===== config.mk =====
export PLATFORM = sky130hd
export DESIGN_NAME = sweep_seq_top
export DESIGN_NICKNAME = d
export VERILOG_FILES = /design/src/rtl/sweep_pkg.sv /design/src/rtl/sweep_edge_sync.sv /design/src/rtl/sweep_ctrl.sv /design/src/rtl/sweep_phase_acc.sv /design/src/rtl/sweep_seq_top.sv
export SDC_FILE = /design/constraint.sdc
export NUM_CORES = 1
export LEC_CHECK = 0
export BUFFER_PORTS_ARGS = -buffer_cell sky130_fd_sc_hd__buf_4
export CAP_MARGIN = 20
export CELL_PAD_IN_SITES_DETAIL_PLACEMENT = 1
export CELL_PAD_IN_SITES_GLOBAL_PLACEMENT = 1
export CORE_MARGIN = 5
export CORE_UTILIZATION = 42
export CTS_BUF_LIST = sky130_fd_sc_hd__clkbuf_8 sky130_fd_sc_hd__clkbuf_16
export DETAILED_ROUTE_END_ITERATION = 6
export PLACE_DENSITY_LB_ADDON = 0.08
export SETUP_SLACK_MARGIN = 0.02
export SLEW_MARGIN = 20
export SYNTH_ARGS = -nofsm -noshare
export SYNTH_HDL_FRONTEND = slang
export SYNTH_SLANG_ARGS = --single-unit

===== constraint.sdc =====
create_clock -name clk -period 4.24 [get_ports clk]
set_input_delay 0.424 -clock clk [delete_from_list [all_inputs] [get_ports clk]]
set_output_delay 0.424 -clock clk [all_outputs]
set_load 0.01 [all_outputs]

===== src/rtl/sweep_pkg.sv =====
package sweep_pkg;

    typedef enum logic [0:0] {
        ST_IDLE = 1'b0,
        ST_RUN  = 1'b1
    } sweep_st_e;

endpackage


===== src/rtl/sweep_edge_sync.sv =====
module sweep_edge_sync #(
    parameter int STAGES = 2
) (
    input  logic clk,
    input  logic rst_n,
    input  logic pin_a,
    output logic rise
);

    typedef struct packed {
        logic [STAGES-1:0] sync;
        logic              prev;
    } sync_s;

    sync_s st_d, st_q;

    always_comb begin
        st_d      = st_q;
        st_d.sync = {st_q.sync[STAGES-2:0], pin_a};
        st_d.prev = st_q.sync[STAGES-1];
    end

    always_ff @(posedge clk) begin
        if (!rst_n) begin
            st_q <= '0;
        end else begin
            st_q <= st_d;
        end
    end

    assign rise = st_q.sync[STAGES-1] & ~st_q.prev;

    AST_RISE_ONCE: assert property (@(posedge clk) disable iff (!rst_n)
        rise |=> !rise);

endmodule


===== src/rtl/sweep_ctrl.sv =====
module sweep_ctrl
    import sweep_pkg::*;
#(
    parameter int TUNE_W  = 24,
    parameter int CNT_W   = 12,
    parameter int DWELL_W = 16
) (
    input  logic               clk,
    input  logic               rst_n,
    input  logic [TUNE_W-1:0]  cfg_start,
    input  logic [TUNE_W-1:0]  cfg_step,
    input  logic [CNT_W-1:0]   cfg_count,
    input  logic [DWELL_W-1:0] cfg_dwell,
    input  logic               cfg_auto,
    input  logic               start_rise,
    input  logic               abort_rise,
    output logic [TUNE_W-1:0]  tune_q,
    output logic               incr_q,
    output logic               eos_q,
    output logic               acc_clr,
    output logic               acc_mid
);

    typedef struct packed {
        sweep_st_e          state;
        logic [TUNE_W-1:0]  tune;
        logic [CNT_W-1:0]   step_cnt;
        logic [DWELL_W-1:0] dwell_cnt;
        logic               incr;
        logic               eos;
    } ctrl_s;

    ctrl_s st_d, st_q;
    logic  dwell_last;
    logic  do_step;
    logic  ext_step_ok;

    assign ext_step_ok = (st_q.state == ST_RUN) && !cfg_auto;

    always_comb begin
        st_d       = st_q;
        st_d.incr  = 1'b0;
        st_d.eos   = 1'b0;
        acc_clr    = 1'b0;
        acc_mid    = 1'b0;
        do_step    = 1'b0;
        dwell_last = (cfg_dwell == '0) ||
                     (st_q.dwell_cnt == cfg_dwell - DWELL_W'(1));

        if (abort_rise) begin
            st_d.state     = ST_IDLE;
            st_d.tune      = '0;
            st_d.step_cnt  = '0;
            st_d.dwell_cnt = '0;
            acc_mid        = 1'b1;
        end else if (start_rise && !ext_step_ok) begin
            st_d.tune      = cfg_start;
            st_d.step_cnt  = '0;
            st_d.dwell_cnt = '0;
            acc_clr        = 1'b1;
            if (cfg_count == '0) begin
                st_d.state = ST_IDLE;
                st_d.eos   = 1'b1;
            end else begin
                st_d.state = ST_RUN;
            end
        end else if (st_q.state == ST_RUN) begin
            if (cfg_auto) begin
                if (dwell_last) begin
                    do_step        = 1'b1;
                    st_d.dwell_cnt = '0;
                end else begin
                    st_d.dwell_cnt = st_q.dwell_cnt + DWELL_W'(1);
                end
            end else begin
                do_step = start_rise;
            end
        end

        if (do_step) begin
            st_d.tune     = st_q.tune + cfg_step;
            st_d.step_cnt = st_q.step_cnt + CNT_W'(1);
            st_d.incr     = 1'b1;
            if (st_q.step_cnt + CNT_W'(1) >= cfg_count) begin
                st_d.state = ST_IDLE;
                st_d.eos   = 1'b1;
            end
        end
    end

    always_ff @(posedge clk) begin
        if (!rst_n) begin
            st_q <= '{state: ST_IDLE, default: '0};
        end else begin
            st_q <= st_d;
        end
    end

    assign tune_q = st_q.tune;
    assign incr_q = st_q.incr;
    assign eos_q  = st_q.eos;

    AST_START_LOAD: assert property (@(posedge clk) disable iff (!rst_n)
        (start_rise && !abort_rise && !ext_step_ok) |=> (tune_q == $past(cfg_start)));

    AST_STEP_ADD: assert property (@(posedge clk) disable iff (!rst_n)
        incr_q |-> (tune_q == $past(tune_q) + $past(cfg_step)));

    AST_EXT_NO_TIMER: assert property (@(posedge clk) disable iff (!rst_n)
        (ext_step_ok && !start_rise && !abort_rise) |=> $stable(tune_q));

    AST_IDLE_HOLD: assert property (@(posedge clk) disable iff (!rst_n)
        ((st_q.state == ST_IDLE) && !start_rise && !abort_rise) |=> $stable(tune_q));

    AST_EOS_IDLE: assert property (@(posedge clk) disable iff (!rst_n)
        eos_q |-> (st_q.state == ST_IDLE));

    AST_ABORT_WINS: assert property (@(posedge clk) disable iff (!rst_n)
        abort_rise |=> ((st_q.state == ST_IDLE) && (tune_q == '0) && !incr_q));

endmodule


===== src/rtl/sweep_phase_acc.sv =====
module sweep_phase_acc #(
    parameter int TUNE_W = 24,
    parameter int DAC_W  = 10
) (
    input  logic              clk,
    input  logic              rst_n,
    input  logic [TUNE_W-1:0] tune,
    input  logic              acc_clr,
    input  logic              acc_mid,
    output logic [DAC_W-1:0]  code
);

    localparam logic [TUNE_W-1:0] MID = TUNE_W'(1) << (TUNE_W - 1);

    typedef struct packed {
        logic [TUNE_W-1:0] phase;
    } acc_s;

    acc_s st_d, st_q;

    always_comb begin
        st_d = st_q;
        if (acc_mid) begin
            st_d.phase = MID;
        end else if (acc_clr) begin
            st_d.phase = '0;
        end else begin
            st_d.phase = st_q.phase + tune;
        end
    end

    always_ff @(posedge clk) begin
        if (!rst_n) begin
            st_q <= '{phase: MID};
        end else begin
            st_q <= st_d;
        end
    end

    assign code = st_q.phase[TUNE_W-1 -: DAC_W];

    AST_MID_PARK: assert property (@(posedge clk) disable iff (!rst_n)
        acc_mid |=> (code == DAC_W'(1) << (DAC_W - 1)));

    AST_CLR_ZERO: assert property (@(posedge clk) disable iff (!rst_n)
        (acc_clr && !acc_mid) |=> (code == '0));

endmodule


===== src/rtl/sweep_seq_top.sv =====
module sweep_seq_top #(
    parameter int TUNE_W      = 24,
    parameter int DAC_W       = 10,
    parameter int CNT_W       = 12,
    parameter int DWELL_W     = 16,
    parameter int SYNC_STAGES = 2
) (
    input  logic               clk,
    input  logic               rst_n,
    input  logic [TUNE_W-1:0]  cfg_start,
    input  logic [TUNE_W-1:0]  cfg_step,
    input  logic [CNT_W-1:0]   cfg_count,
    input  logic [DWELL_W-1:0] cfg_dwell,
    input  logic               cfg_auto,
    input  logic               cfg_stat_en,
    input  logic               cfg_stat_sel,
    input  logic               cfg_msb_en,
    input  logic               start_pin,
    input  logic               abort_pin,
    output logic [TUNE_W-1:0]  tune_word,
    output logic [DAC_W-1:0]   dac_code,
    output logic               msb_out,
    output logic               stat_out
);

    logic start_rise, abort_rise;
    logic incr_q, eos_q, acc_clr, acc_mid;

    sweep_edge_sync #(.STAGES(SYNC_STAGES)) u_start_sync (
        .clk(clk), .rst_n(rst_n), .pin_a(start_pin), .rise(start_rise)
    );

    sweep_edge_sync #(.STAGES(SYNC_STAGES)) u_abort_sync (
        .clk(clk), .rst_n(rst_n), .pin_a(abort_pin), .rise(abort_rise)
    );

    sweep_ctrl #(.TUNE_W(TUNE_W), .CNT_W(CNT_W), .DWELL_W(DWELL_W)) u_ctrl (
        .clk(clk), .rst_n(rst_n),
        .cfg_start(cfg_start), .cfg_step(cfg_step), .cfg_count(cfg_count),
        .cfg_dwell(cfg_dwell), .cfg_auto(cfg_auto),
        .start_rise(start_rise), .abort_rise(abort_rise),
        .tune_q(tune_word), .incr_q(incr_q), .eos_q(eos_q),
        .acc_clr(acc_clr), .acc_mid(acc_mid)
    );

    sweep_phase_acc #(.TUNE_W(TUNE_W), .DAC_W(DAC_W)) u_acc (
        .clk(clk), .rst_n(rst_n), .tune(tune_word),
        .acc_clr(acc_clr), .acc_mid(acc_mid), .code(dac_code)
    );

    assign msb_out  = cfg_msb_en & ~dac_code[DAC_W-1];
    assign stat_out = cfg_stat_en & (cfg_stat_sel ? incr_q : eos_q);

    AST_EOS_SINGLE: assert property (@(posedge clk) disable iff (!rst_n)
        eos_q |=> !eos_q);

endmodule


==> results of run 1 <==
==> worst reg2reg max path, stage by stage (launching register included) <==
cell,delay [ns]
dfxtp_1,0.36
ha_1,0.25
inv_1,0.08
fa_1,0.19
nor2b_1,0.07
o31a_1,0.27
o211ai_1,0.24
a21oi_1,0.14
nor4b_1,0.40
o21ai_0,0.29
o41ai_1,0.67
or4_1,0.22
nand3_1,0.08
==> cell families (layout without fill, tap and decap cells) <==
group / Yosys count / in the layout / synth area share (%)
and+or+nand+nor: 268 / 268 / 21.18
muxes: 2 / 2 / 0.3303
buffers and inverters: 85 / 170 / 7.326
DFF: 85 / 85 / 26.43
xor gates and xnor gates: 74 / 74 / 10.07
AOI/OAI and AO/OA: 214 / 214 / 22.19
adders and majority gates: 63 / 63 / 12.48
==> report_power, final <==
| part | leakage [nW] | switching [mW] | internal [mW] |
|---|---|---|---|
| Combinational | 2.53 | 0.260 | 0.232 |
| Clock | 0.156 | 0.333 | 0.526 |
| Sequential | 0.690 | 0.0341 | 0.834 |
==> registers in the layout (all words and copies together), names as in the netlist <==
signal             flops
u_ctrl.st_q           29
u_acc.st_q            24
u_ctrl.tune_q         24
u_abort_sync.st_d      2
u_start_sync.st_d      2
u_abort_sync.st_q      1
u_ctrl.eos_q           1
u_ctrl.incr_q          1
u_start_sync.st_q      1
==> area by class of cell <==
| class | count | area share (%) |
|---|---|---|
| clock buffer | 10 | 3.152 |
| clock inverter | 5 | 1.007 |
| inverter | 29 | 1.436 |
| multi-input combinational | 621 | 56.39 |
| sequential | 85 | 22.44 |
| tap | 188 | 3.102 |
| timing repair buffer | 126 | 12.48 |
==> placed cells by master (no fill, tap or decap), drive strengths merged, types with 7 or more instances in the layout <==
| cell type | count |
|---|---|
| a21oi | 58 |
| a21o | 14 |
| a211oi | 11 |
| nand3b | 7 |
| clkbuf | 10 |
| or3 | 12 |
| a222oi | 10 |
| a22oi | 14 |
| xnor2 | 41 |
| o21a | 16 |
| nor4 | 8 |
| nand2b | 7 |
| nand2 | 44 |
| nor3 | 30 |
| nor2b | 14 |
| buf | 126 |
| nand3 | 22 |
| xor2 | 33 |
| and3 | 13 |
| o21ai | 41 |
| nor2 | 76 |
| ha | 61 |
| nand4 | 10 |
| inv | 29 |
| dfxtp | 85 |
| and2 | 8 |
==> worst max path at each step <==
stage / startpoint / end / slack, ns / depth (start not counted)
floorplan: cfg_dwell[3] / u_ctrl.tune_q[15] / 0.97 / 12
global placement: cfg_dwell[3] / u_ctrl.tune_q[2] / 0.47 / 11
detailed placement: cfg_dwell[0] / u_ctrl.tune_q[0] / 0.28 / 13
CTS: cfg_dwell[0] / u_ctrl.tune_q[0] / 0.64 / 13
global route: cfg_dwell[3] / u_ctrl.tune_q[0] / 0.35 / 11
finish: cfg_dwell[0] / u_ctrl.tune_q[0] / 0.63 / 13
==> layer usage <==
metal  share of wire [%]  up-vias  global-route usage, %  routed length [um]
li1                    -     3002                      -                   -
met1                  45     2921                  26.92                8745
met2                  50      115                  38.94                9669
met3                 4.0       19                  3.451                 781
met4                 1.5        0                  5.943                 289
met5                   0        -                      0                   0
==> per-stage QoR <==
stage	area, sq um	utilization, %
floorplan	6439	-
global placement	7262	47.95
detailed placement	7262	47.95
CTS	7577	50.03
global route	7582	50.06
finish	7582	50.06
==> flow_metrics.tcl, run 1 <==
set metrics [dict create \
    finalHoldViolCount 0 \
    p_leak_nw 3.374 \
    power_mw 2.219 \
    diodes 0 \
    ant_nets 0 \
    clock_path_buffers 2 \
    finalCriticalPeriod_ns 3.615 \
    tns_ns 0 \
    gp_congestion 0.8405 \
    nets 1019 \
    core_area_sq_mm 0.01515 \
    seqCellArea_sq_mm 0.001702 \
    multi_input_area_sq_mm 0.004275 \
    synth_top_area_share_pct 26.43 \
    synth_area_sq_mm 0.006439 \
    dp_cells 1049 \
    hpwlAfterDp_mm 15.26 \
    cpPeakStageDelay_ns 0.57 \
    maxCapViolations 0 \
    synth_most_common_cell "dfxtp_1" \
    skew_ns 0.008178 \
    setup_slack_ns 0.6253 \
    die_w_um 133.8 \
    area_growth_pct 17.76 \
    yosysTopAreaCell "dfxtp_1" \
    setup_violations 0 \
    grt.total_usage_pct 21.70 \
    drc 0 \
    yosysWarnings 0 \
    path_buf_inv 3 \
    io_buffers 119 \
    htree_levels 3 \
    relSlewSlack_pct 49.91 \
    crit_chain "buf_4 > inv_1 > ha_1 > or3b_2 > or2_0 > o311ai_0 > o211a_1 > nand4_1 > and2_4 > nor2b_2 > buf_4 > a222oi_1 > nor2_1" \
    vias 6057 \
    synth_area_leaders "dfxtp_1, ha_1, xnor2_1" \
    die_area_sq_mm 0.01791 \
    critPathKind "in2reg" \
    synth_commonest_cells "dfxtp_1, nor2_1, ha_1" \
    cts_resized 0 \
    cts_hold_buf 0 \
    first_iter_violations 241 \
    top_level_ports 120 \
    drive_gt1_share_pct 17.69 \
    tightest_slew_ns 0.7416 \
    r2r_cells 12 \
    critical_path.top_delay_family "simple AND/OR/NAND/NOR gates" \
    cp.required_ns 4.46 \
    hold_depth 2 \
    hp-start "start_pin" \
    cts_tree "built" \
    hold_end "u_start_sync.st_d[2]" \
    rsz0062_at_grt "no" \
    clk_latency_ns 0.35 \
    status "finished, final reports clean" \
    cp_data_arrival_time_ns 3.83 \
    initial_core_util_pct 42.51 \
    cts_setup_buffers 0 \
    whs_ns 0.2906 \
    cp-end-kind "flop" \
    numCtsBuffers 9 \
    crit_slowest_cell "o311ai_0" \
    fmax_mhz 276.6 \
    hp-class "in2reg" \
    post_drt_wl_per_cell_um 18.31 \
    yosysUniqueCellTypes 66 \
    drt_wl_total_mm 19.49 \
    viasPerCell 5.693 \
    dieHeight_um 133.8 \
    final.fill_count 1830 \
    rr_endpoint "u_acc.st_q[22]" \
    synth_edf_count 0 \
    rows 45 \
    ir_worst_vdd_mv 0.2018 \
    powerDensity_mw_per_mm2 292.7 \
    dp_slack_ns 0.2792 \
    r2r_start "u_ctrl.tune_q[0]" \
    ys.flop_type "dfxtp_1" \
    ys_seq_area_share_pct 26.43 \
    min_period_over_period_pct 85.25 \
    cts_root_buf "clkbuf_16" \
    synth_cells 791 \
    cp_max_fo 21 \
    grt_overflow 0 \
    reg2reg_slack_ns 0.88 \
    grt_pass1_vias 6342 \
    synthArstFlopShare_pct 0 \
    stdcell_count 1064 \
    grt_max_degree 35 \
    clk_pin_slew_ns 0.06 \
    slew_violations 0 \
    syn_nets 938 \
    syn_avg_cell_area_sq_um 8.140 \
    firstDrtPassIters 7 \
    grt_pass1_wl_mm 32.00 \
    synth_seq_cells 85 \
    cts.sinks 85 \
    antenna_found_initial 0 \
    crit_path_start_kind "primary input" \
    critPathMostFrequentCell "buf_4" \
]
No activity file was read; power rests on OpenSTA's default activity.
==> inputs of run 2 (changes only) <==
- CORE_UTILIZATION: 42 -> 43
- CTS_CLUSTER_DIAMETER: not set -> 200
- SYNTH_HIERARCHICAL: not set -> 1
==> flow_metrics.tcl, run 2 <==
set metrics [dict create \
    hold_end "u_abort_sync/st_d[2]" \
    critical_path.top_delay_family "simple AND/OR/NAND/NOR gates" \
    crit_path_start_kind "primary input" \
    clk_latency_ns 0.34 \
    crit_slowest_cell "or4_1" \
    viasPerCell 5.702 \
    drt_wl_total_mm 21.08 \
    r2r_cells 12 \
    setup_slack_ns 0.5570 \
    cp_data_arrival_time_ns 3.94 \
    p_leak_nw 3.420 \
    grt_max_degree 54 \
    synth_commonest_cells "dfxtp_1, nor2_1, ha_1" \
    yosysTopAreaCell "dfxtp_1" \
    status "finished, final reports clean" \
    crit_chain "buf_4 > or4_1 > or4_4 > or4_1 > o21ai_1 > nor4b_4 > a31oi_2 > nor3_4 > buf_12 > nand2_1 > o31ai_1" \
    io_buffers 119 \
    diodes 0 \
    rr_endpoint "u_ctrl/tune_q[16]" \
    syn_nets 977 \
    gp_congestion 0.8619 \
    finalCriticalPeriod_ns 3.683 \
    ys_seq_area_share_pct 24.88 \
    dp_slack_ns 0.2051 \
    synthArstFlopShare_pct 0 \
    hold_depth 2 \
    top_level_ports 120 \
    area_growth_pct 15.92 \
    firstDrtPassIters 5 \
    synth_most_common_cell "dfxtp_1" \
    initial_core_util_pct 43.37 \
    p_int_mw 1.482 \
    grt_pass1_vias 6854 \
    drc 0 \
    synth_area_leaders "dfxtp_1, ha_1, xnor2_1" \
    die_w_um 136.1 \
    grt_overflow 0 \
    final_common_cell "buf_4" \
    skew_ns 0.008546 \
    slew_violations 0 \
    path_buf_inv 2 \
    final.fill_count 1985 \
    tns_ns 0 \
    hp-start "abort_pin" \
    cp_max_fo 21 \
    first_iter_violations 314 \
    ys.flop_type "dfxtp_1" \
    relSlewSlack_pct 51.14 \
    htree_levels 3 \
    final_cell_mix "buf_4, dfxtp_1, nor2_1" \
    critPathMostFrequentCell "or4_1" \
    cts.sinks 85 \
    rows 46 \
    power_frac_comb_pct 23.5 \
    tightest_slew_ns 0.7263 \
    grt.total_usage_pct 22.91 \
    cp.required_ns 4.50 \
    die_area_sq_mm 0.01853 \
    synth_area_sq_mm 0.006839 \
    cts_tree "built" \
    largest-register "u_ctrl/st_q" \
    cts_root_buf "clkbuf_16" \
    drive_gt1_share_pct 18.06 \
    cts_setup_buffers 0 \
    powerDensity_mw_per_mm2 267.1 \
    maxCapViolations 0 \
    vias 6409 \
    synth_seq_cells 85 \
    cp-end-kind "flop" \
    rsz0062_at_grt "no" \
    post_drt_wl_per_cell_um 18.76 \
    ir_worst_vdd_mv 0.1747 \
    hp-class "in2reg" \
    min_period_over_period_pct 86.86 \
    setup_violations 0 \
    yosysWarnings 6 \
    fmax_mhz 271.5 \
    clk_pin_slew_ns 0.06 \
    dieHeight_um 136.1 \
    reg2reg_slack_ns 1.09 \
    grt_pass1_wl_mm 34.30 \
    clock_path_buffers 2 \
    r2r_start "u_ctrl/tune_q[0]" \
    synth_cells 830 \
    hpwlAfterDp_mm 16.78 \
    yosysUniqueCellTypes 81 \
    synth_edf_count 0 \
    syn_avg_cell_area_sq_um 8.240 \
    synth_top_area_share_pct 24.88 \
    critPathKind "in2reg" \
    cts_resized 0 \
    swShare_pct 30.01 \
    ant_nets 0 \
    numCtsBuffers 9 \
    cpPeakStageDelay_ns 0.66 \
    nets 1050 \
    finalHoldViolCount 0 \
    power_frac_clock_pct 35.7 \
    antenna_found_initial 0 \
    core_area_sq_mm 0.01577 \
    largest_reg_flops 29 \
    switchingPower_mw 0.6355 \
    cts_hold_buf 0 \
    seqPwrFrac_pct 40.8 \
]
## run 2: cell count changes after synthesis, moves of 6 or more
cell,before,now
a21oi_1,57,48
a222oi_1,10,16
a22oi_1,14,7
nand2_1,44,53
nand3_1,22,30
nor2_1,76,67
nor2b_1,14,33
nor3_1,30,20
o21a_1,16,8
o21ai_0,41,32
or3_1,11,3
xor2_1,33,40
## run 2: stage by stage
step / hold WS (ns) / util, % / power [mW] / cells / instance area [sq um]
final: 0.2906 / 50.27 / 2.117 / 1124 / 7928
after floorplan: 0.4057 / - / 1.211 / 830 / 6839
after CTS: 0.2781 / 50.25 / 2.137 / 1124 / 7925
after global routing: 0.2876 / 50.27 / 2.227 / 1124 / 7928
after detailed placement: 0.4283 / 48.48 / 1.376 / 1108 / 7645
after global placement: 0.4079 / 48.48 / 1.356 / 1108 / 7645
## run 2: power by group through the flow
stage,clock [mW],sequential (mW),combinational (mW)
CTS,0.775,0.864,0.498
finish,0.756,0.864,0.497
global route,0.813,0.868,0.547
detailed placement,0,0.882,0.494
global placement,0,0.881,0.475
floorplan,0,0.862,0.348
## run 2: final cells by class
| cell class | count | area, sq um | area share (%) |
|---|---|---|---|
| Sequential cell | 85 | 1702 | 21.46 |
| Tap cell | 216 | 270.3 | 3.409 |
| Inverter | 33 | 123.9 | 1.563 |
| Clock buffer | 11 | 252.7 | 3.188 |
| Clock inverter | 5 | 27.53 | 0.3472 |
| Multi-Input combinational cell | 650 | 4608 | 58.13 |
| Timing Repair Buffer | 124 | 943.4 | 11.90 |
## run 2: cell families after synthesis
family	after synthesis	share of synthesized area [%]
AO/OA/AOI/OAI	210	21.53
AND/OR/NAND/NOR	291	22.89
flip-flops	85	24.88
adder cells (fa/ha/maj)	63	11.75
multiplexers	5	0.7318
XOR/XNOR	81	10.37
buffers and inverters	95	7.848
## run 2: worst max-delay path by stage
stage                     depth (start not counted)    startpoint  slack [ns]               end
after CTS                                        11  cfg_dwell[2]        0.58   u_ctrl/st_q[27]
after global routing                             13  cfg_dwell[0]        0.38   u_ctrl/st_q[26]
after detailed placement                         11  cfg_dwell[2]        0.21   u_ctrl/st_q[27]
after floorplan                                  10  cfg_dwell[2]        0.89  u_ctrl/tune_q[9]
after global placement                           11  cfg_dwell[2]        0.35   u_ctrl/st_q[27]
final                                            11  cfg_dwell[2]        0.56   u_ctrl/st_q[27]
## run 2: routing by layer
layer	track usage [%]	up-vias	routed length [um]
met5	0	-	0
met3	3.738	23	750
li1	-	3134	-
met1	29.39	3126	9693
met4	5.991	0	311
met2	39.90	126	10330
==> inputs of run 3 (changes only) <==
- ABC_AREA: not set -> 1
- CORE_UTILIZATION: 43 -> 41
==> flow_metrics.tcl, run 3 <==
set metrics [dict create \
    grt_pass1_vias 7960 \
    synth_area_leaders "dfxtp_1, nand2_1, ha_1" \
    drive_gt1_share_pct 15.17 \
    p_leak_nw 4.641 \
    synth_cells 1229 \
    rr_endpoint "u_ctrl/tune_q[18]" \
    seqCellArea_sq_mm 0.001702 \
    largest-register "u_ctrl/st_q" \
    min_period_over_period_pct 67.66 \
    grt_max_degree 34 \
    numCtsBuffers 9 \
    slew_violations 0 \
    synthArstFlopShare_pct 0 \
    area_growth_pct 14.97 \
    tightest_slew_ns 0.8129 \
    multi_input_area_sq_mm 0.004986 \
    clock_path_buffers 2 \
    rows 50 \
    final_common_cell "nand2_1" \
    core_area_sq_mm 0.01864 \
    tns_ns 0 \
    stdcell_count 1546 \
    grt_pass1_wl_mm 39.37 \
    largest_reg_flops 29 \
    yosysTopAreaCell "dfxtp_1" \
    synth_edf_count 0 \
    die_area_sq_mm 0.02170 \
    r2r_start "u_ctrl/tune_q[0]" \
    cts_setup_buffers 0 \
    hpwlAfterDp_mm 19.63 \
    cts_tree "built" \
    skew_ns 0.006665 \
    io_buffers 119 \
    ys.flop_type "dfxtp_1" \
    post_drt_wl_per_cell_um 15.46 \
    rsz0062_at_grt "no" \
    synth_seq_cells 85 \
    yosysWarnings 6 \
    vias 7839 \
    antenna_found_initial 0 \
    diodes 0 \
    crit_path_start_kind "flop" \
    grt_overflow 0 \
    cts_root_buf "clkbuf_16" \
    cp.required_ns 4.52 \
    syn_nets 1376 \
    cp_data_arrival_time_ns 3.14 \
    hold_depth 3 \
    cts_hold_buf 0 \
    synth_top_area_share_pct 22.01 \
    ir_worst_vdd_mv 0.1892 \
    synth_most_common_cell "nand2_1" \
    setup_violations 0 \
    cts.sinks 85 \
    grt.total_usage_pct 22.16 \
    status "finished, final reports clean" \
    power_mw 2.274 \
    hp-start "abort_pin" \
    firstDrtPassIters 4 \
    clk_pin_slew_ns 0.07 \
    relSlewSlack_pct 45.47 \
    dp_cells 1530 \
    critPathKind "reg2reg" \
    finalHoldViolCount 0 \
    powerDensity_mw_per_mm2 255.9 \
    initial_core_util_pct 41.47 \
    hold_end "u_abort_sync/st_d[2]" \
    setup_slack_ns 1.371 \
    cp_max_fo 4 \
    die_w_um 147.3 \
    finalCriticalPeriod_ns 2.869 \
    yosysUniqueCellTypes 47 \
    hp-class "in2reg" \
    maxCapViolations 0 \
    r2r_cells 14 \
    top_level_ports 120 \
    reg2reg_slack_ns 1.37 \
    synth_commonest_cells "nand2_1, inv_1, nor2_1" \
    ant_nets 0 \
    first_iter_violations 228 \
    cp-end-kind "flop" \
    syn_avg_cell_area_sq_um 6.291 \
    final_cell_mix "nand2_1, inv_1, buf_4" \
    dp_slack_ns 1.096 \
    cts_resized 0 \
    drc 0 \
    synth_area_sq_mm 0.007731 \
    nets 1454 \
    clk_latency_ns 0.35 \
    fmax_mhz 348.6 \
    viasPerCell 5.071 \
    gp_congestion 0.8668 \
    dieHeight_um 147.3 \
    htree_levels 3 \
    final.fill_count 2586 \
    drt_wl_total_mm 23.90 \
    ys_seq_area_share_pct 22.01 \
]
-- run 3: cell types whose count changed after synthesis, moves of 13 or more --
cell	delta
nand4_1	+26
a21oi_1	+22
a222oi_1	-16
nor2_1	+43
nand2_1	+307
inv_1	+140
and3_1	-13
nor2b_1	-33
xnor2_1	-26
nand3_1	+53
-- run 3: cells by family (layout without fill, tap and decap cells) --
group	count (synthesis)	after routing	share of synthesized area, %
buffers and inverters	238	321	13.56
xor gates and xnor gates	53	53	6.182
DFF	85	85	22.01
AOI/OAI and AO/OA	132	132	9.872
adders and majority gates	63	63	10.39
and+or+nand+nor	658	658	37.98
-- run 3: area by class of cell --
type,instances,share of cell area [%]
multi-input combinational,906,56.10
sequential,85,19.14
timing repair buffer,122,10.30
inverter,183,7.728
tap,234,3.294
clock buffer,9,2.534
clock inverter,7,0.9009
-- run 3: power breakdown --
part	switching (mW)	leakage, nW	internal (mW)
registers	0.0456	0.691	0.834
logic	0.337	3.81	0.227
clock network	0.366	0.143	0.464
total	0.749	4.64	1.53
-- run 3: how the worst max path moves through the flow --
stage	slack, ns	endpoint	start	cells after the start
after floorplan	2.03	u_ctrl/tune_q[18]	cfg_step[0]	14
after global placement	1.19	u_ctrl/st_q[54]	cfg_dwell[0]	18
after detailed placement	1.10	u_ctrl/st_q[54]	cfg_dwell[0]	18
after CTS	1.35	u_ctrl/tune_q[18]	u_ctrl/tune_q[0]	14
after global routing	1.10	u_ctrl/st_q[23]	cfg_dwell[0]	17
final	1.37	u_ctrl/tune_q[18]	u_ctrl/tune_q[0]	14
-- run 3: layer usage --
metal	track usage (%)	vias up	wire length [um]
li1	-	4036	-
met1	28.75	3664	11070
met2	38.94	116	11570
met3	3.671	23	955
met4	4.380	0	309
met5	0	-	0
-- run 3: worst max-delay path, cell delays in order (launching register included) --
cell	delay, ns
dfxtp_1	0.44
ha_1	0.19
inv_1	0.07
fa_1	0.41
o21ai_1	0.31
a21oi_1	0.23
o21ai_1	0.34
nand3_1	0.12
nand2_1	0.12
nand2_1	0.09
nand2_1	0.06
nand2_1	0.05
nand2_1	0.09
nand3_1	0.08
a21oi_1	0.18
-- run 3: metrics by stage --
stage	hold slack (ns)	util [%]	cell area [sq um]
2_1_floorplan	0.3856	-	7731
3_3_place_gp	0.3893	46.04	8583
3_5_place_dp	0.4085	46.04	8583
4_1_cts	0.2443	47.68	8889
5_1_grt	0.2665	47.68	8889
6_report	0.2581	47.68	8889
